### src/rtl/line_tone_pkg.sv
// Package: shared constants and types for the line-rate tone generator.
// Assumes a 10-bit horizontal position and a counter wide enough for the
// larger of the two limits plus one.
package line_tone_pkg;
    localparam int HPOS_W   = 10;
    localparam int CNT_W    = 9;
    localparam int LIMIT_HI = 180;
    localparam int LIMIT_LO = 300;
endpackage

### src/rtl/tone_line_tick.sv
// Module: tone_line_tick
// Raises a one-cycle step request whenever the horizontal position equals
// the parameterised trigger column. Assumes the position input comes from
// a registered timing counter, so no glitch filtering is needed here.
module tone_line_tick #(
    parameter int HPOS_W   = 10,
    parameter int TRIG_COL = 0
) (
    input  logic [HPOS_W-1:0] hpos,
    output logic              tick
);
    localparam logic [HPOS_W-1:0] TRIG_V = HPOS_W'(TRIG_COL);

    // Purpose: detect the scanline-start column.
    always_comb begin
        tick = (hpos == TRIG_V);
    end
endmodule

### src/rtl/tone_limit_sel.sv
// Module: tone_limit_sel
// Chooses the comparison limit from the displayed logic level.
// Assumes both limits fit in CNT_W bits.
module tone_limit_sel #(
    parameter int CNT_W    = 9,
    parameter int LIMIT_HI = 180,
    parameter int LIMIT_LO = 300
) (
    input  logic             level,
    output logic [CNT_W-1:0] limit
);
    localparam logic [CNT_W-1:0] HI_V = CNT_W'(LIMIT_HI);
    localparam logic [CNT_W-1:0] LO_V = CNT_W'(LIMIT_LO);

    // Purpose: map the level to its half-period limit.
    always_comb begin
        limit = level ? HI_V : LO_V;
    end
endmodule

### src/rtl/tone_half_counter.sv
// Module: tone_half_counter
// Counts step requests. When the count is strictly above the limit, it
// inverts the wave and restarts from zero. Assumes the limit is below the
// counter's maximum value.
module tone_half_counter #(
    parameter int CNT_W = 9
) (
    input  logic             clk,
    input  logic             rst_n,
    input  logic             step,
    input  logic [CNT_W-1:0] limit,
    output logic [CNT_W-1:0] cnt,
    output logic             wave
);
    logic wrap;

    // Purpose: decide whether this step ends a half period.
    always_comb begin
        wrap = (cnt > limit);
    end

    // Purpose: advance the counter and the wave once per step.
    always_ff @(posedge clk) begin
        if (!rst_n) begin
            cnt  <= '0;
            wave <= 1'b0;
        end else if (step) begin
            if (wrap) begin
                cnt  <= '0;
                wave <= ~wave;
            end else begin
                cnt  <= cnt + CNT_W'(1);
            end
        end
    end
endmodule

### src/rtl/line_tone_audio.sv
// Module: line_tone_audio (top)
// Dual-tone square-wave source stepped once per scanline from the video
// position. Assumes hpos_i comes from the video timing chain and level_i
// is synchronous to clk_i.
module line_tone_audio
    import line_tone_pkg::*;
#(
    parameter int P_HPOS_W   = HPOS_W,
    parameter int P_CNT_W    = CNT_W,
    parameter int P_LIMIT_HI = LIMIT_HI,
    parameter int P_LIMIT_LO = LIMIT_LO
) (
    input  logic                clk_i,
    input  logic                rst_ni,
    input  logic [P_HPOS_W-1:0] hpos_i,
    input  logic                level_i,
    output logic                audio_o
);
    logic               line_tick;
    logic [P_CNT_W-1:0] tone_limit;
    logic [P_CNT_W-1:0] tone_cnt;
    logic               tone_wave;

    tone_line_tick #(
        .HPOS_W  (P_HPOS_W),
        .TRIG_COL(0)
    ) u_tick (
        .hpos(hpos_i),
        .tick(line_tick)
    );

    tone_limit_sel #(
        .CNT_W   (P_CNT_W),
        .LIMIT_HI(P_LIMIT_HI),
        .LIMIT_LO(P_LIMIT_LO)
    ) u_limit (
        .level(level_i),
        .limit(tone_limit)
    );

    tone_half_counter #(
        .CNT_W(P_CNT_W)
    ) u_cnt (
        .clk  (clk_i),
        .rst_n(rst_ni),
        .step (line_tick),
        .limit(tone_limit),
        .cnt  (tone_cnt),
        .wave (tone_wave)
    );

    // Purpose: present the wave on the audio pin.
    always_comb begin
        audio_o = tone_wave;
    end
endmodule

### config.mk
export PLATFORM = sky130hd
export DESIGN_NAME = line_tone_audio
export DESIGN_NICKNAME = d
export VERILOG_FILES = /design/src/rtl/line_tone_pkg.sv /design/src/rtl/tone_line_tick.sv /design/src/rtl/tone_limit_sel.sv /design/src/rtl/tone_half_counter.sv /design/src/rtl/line_tone_audio.sv
export SDC_FILE = /design/constraint.sdc
export NUM_CORES = 1
export LEC_CHECK = 0
export ABC_CLOCK_PERIOD_IN_PS = 5160
export BUFFER_PORTS_ARGS = -buffer_cell sky130_fd_sc_hd__buf_4
export CORE_MARGIN = 8
export CORE_UTILIZATION = 47
export CTS_CLUSTER_SIZE = 10
export DETAILED_ROUTE_END_ITERATION = 8
export PLACE_DENSITY = 0.73
export SETUP_SLACK_MARGIN = 0.2
export SLEW_MARGIN = 15
export SYNTH_ARGS = -nofsm -noshare
export SYNTH_HDL_FRONTEND = slang
export SYNTH_SLANG_ARGS = --single-unit
### constraint.sdc
create_clock -name clk_i -period 5.16 [get_ports clk_i]
set_clock_uncertainty 0.2 [all_clocks]
set_input_delay 1.032 -clock clk_i [delete_from_list [all_inputs] [get_ports clk_i]]
set_output_delay 1.032 -clock clk_i [all_outputs]
set_load 0.005 [all_outputs]
==> reports/metrics.yaml <==
status: "completed"
die_w_microns: 53.4
r2r.worst_path.cells: 5
synth_fa_ha_area_share_pct: 11.5
critical_path_arrival_ps: 2660
seq_area_frac_synth_pct: 30.5
setup_tns_ps: 0
first_global_vias: 584
slew_headroom_pct: 65.8
r2r_slack_ps: 3050
drc: 0
rsz0062_at_grt: "false"
hold_class: "reg -> reg"
vias: 581
h-tree-depth: 1
maxSlewViolCount: 0
top_level_ports: 14
synth.distinct_cells: 27
post-route-util_pct: 62.1
insertion_delay_ps: 260
post-route-period-util_pct: 51.7
post_cts_buffers: 0
drtAntennaViolNets: 0
vdd_drop_max_v: 0.000147
drt-wirelength-per-cell_microns: 14.2
diodes: 0
power_density_nw_per_um2: 199
port_buffers: 13
grt_max_degree: 11
dpl.hpwl_mm: 1.12
synth_top_family_by_area: "simple AND/OR/NAND/NOR gates"
place.gp.congestion: 0.843
dr.pass1.iters: 5
syn_area_sq_um: 656
p_leak_nw: 0.327
cp-startpoint: "level_i"
syn_inst: 67
ys_ff_latch: 10
seqCellArea_sq_um: 200
timing.fmax_ghz: 0.375
synth.area.mux_share_pct: 3.05
multiInputGateArea_sq_um: 437
synth_xor_area_share_pct: 5.34
fillCellCount: 120
post_cts_resized: 0
syn_to_final_growth_pct: 23.3
tritoncts: "done"
root_buffer: "clkbuf_4"
start_util_pct: 50.4
grt_pass1_wl_mm: 2.51
yosysWarnings: 0
globalRouteOverflowTotal: 0
total_power_w: 0.000161
synth_nets: 86
die-area_sq_um: 2850
maxCapViolCount: 0
drt_iter0_markers: 6
vias_per_cell: 5.87
cts_buffers: 3
worstPathRequired_ps: 5150
syn_area_per_cell_sq_um: 9.79
start_kind: "primary input"
antenna_found_initial: 0
fin_crit_ps: 2670
wl_mm: 1.41
clock_path_buffers: 2
nets: 104
die_y_microns: 53.4
hold_violations: 0
row_count: 13
r2r-start: "u_cnt.cnt[7]"
clkTransAtPathRegs_ps: 60
critPathCapture: "u_cnt.wave"
grt_usage_pct: 11.5
crit_fanout: 10
cp-end-kind: "flip-flop"
drive_gt1_share_pct: 26.2
timing.rr.end: "u_cnt.wave"
cts_hold_buf: 0
crit_type: "in -> reg"
coreArea_sq_um: 1300
cts_sinks: 10
yosys.area_share.simple_pct: 30.0
worst_pin_slew_ps: 513
synth_compound_area_share_pct: 16.8
finalSetupViolCount: 0
## cells in the mapped netlist (all sizes together)
master / instances / share of area (%)
nand2: 2 / 1.1
and4b: 1 / 1.5
xnor2: 2 / 2.7
nand3: 2 / 2.3
xor2: 2 / 2.7
nand4: 5 / 4.8
nor2: 1 / 0.57
a21oi: 1 / 0.76
and4: 2 / 2.7
nand2b: 1 / 0.95
nor3: 5 / 3.8
mux2i: 2 / 3.1
a221oi: 1 / 4.0
a211oi: 4 / 5.3
o21ai: 4 / 3.1
a211o: 1 / 1.3
or3: 4 / 3.8
dfxtp: 10 / 31
a21o: 1 / 1.1
o211ai: 1 / 1.1
inv: 4 / 2.3
nor4: 2 / 6.5
clkinv: 1 / 0.57
ha: 6 / 11
and3: 2 / 1.9
## final cells by class
type / count / share of cell area [%]
Inverter: 5 / 2.32
Tap cell: 15 / 2.32
Timing Repair Buffer: 13 / 12.1
Multi-Input combinational cell: 52 / 54.0
Sequential cell: 10 / 24.8
Clock buffer: 4 / 4.49
## how the worst min path moves through the flow
stage                     startpoint    endpoint  slack, ps  cells after the start
after floorplan           u_cnt.wave  u_cnt.wave        260                      2
after global placement    u_cnt.wave  u_cnt.wave        260                      2
after detailed placement  u_cnt.wave  u_cnt.wave        270                      2
after CTS                 u_cnt.wave  u_cnt.wave        290                      2
after global routing      u_cnt.wave  u_cnt.wave        310                      2
final                     u_cnt.wave  u_cnt.wave        280                      2
## power by group
part | switching, W | internal (W) | leakage (nW) | total, W
Combinational | 0.00000687 | 0.00000760 | 0.225 | 0.0000145
Sequential | 0.00000000889 | 0.0000772 | 0.0805 | 0.0000772
Clock | 0.0000261 | 0.0000428 | 0.0210 | 0.0000689
Total | 0.0000330 | 0.000128 | 0.327 | 0.000161
## critical path: stages
cell      delay (ps)
buf_4             90
inv_1             50
ha_1             280
and4b_1          260
o211ai_1         160
a221oi_4         550
mux2i_1          230
## sequential cells by signal, indices dropped and copies added, names as in the netlist
name,flops
u_cnt.cnt,9
u_cnt.wave,1
## cell usage in the layout, fill, tap and decap left out
cell type / n
a211o_1: 1
a211oi_1: 3
a211oi_2: 1
a21o_1: 1
a21oi_1: 1
a221oi_4: 1
and3_1: 2
and4_1: 2
and4b_1: 1
buf_4: 13
clkbuf_4: 3
clkbuf_8: 1
clkinv_1: 1
dfxtp_1: 10
ha_1: 6
inv_1: 4
mux2i_1: 2
nand2_1: 2
nand2b_1: 1
nand3_1: 1
nand3_2: 1
nand4_1: 5
nor2_1: 1
nor3_1: 5
nor4_4: 2
o211ai_1: 1
o21ai_0: 4
or3_1: 4
xnor2_1: 2
xor2_1: 2
## layer usage
layer	global-route usage [%]	vias to the layer above	share of wire (%)
met2	18.6	13	50
met4	3.36	0	0
met3	5.04	0	4.8
li1	-	293	-
met1	13.4	275	45
met5	0	-	0
## metrics by stage
stage / cells / setup slack (ps) / hold slack, ps / cell area, sq um
finish: 99 / 2490 / 284 / 808
global route: 99 / 2340 / 312 / 808
CTS: 99 / 2500 / 291 / 808
detailed placement: 95 / 2220 / 266 / 772
global placement: 95 / 2270 / 256 / 772
floorplan: 67 / 2470 / 259 / 656
## kinds of logic after synthesis
family | after synthesis
simple gates | 27
compound gates | 13
flops | 10
fa+ha+maj | 6
buf+inv | 5
xor+xnor | 4
mux | 2
Note: power is estimated with default switching activity, not from simulation.
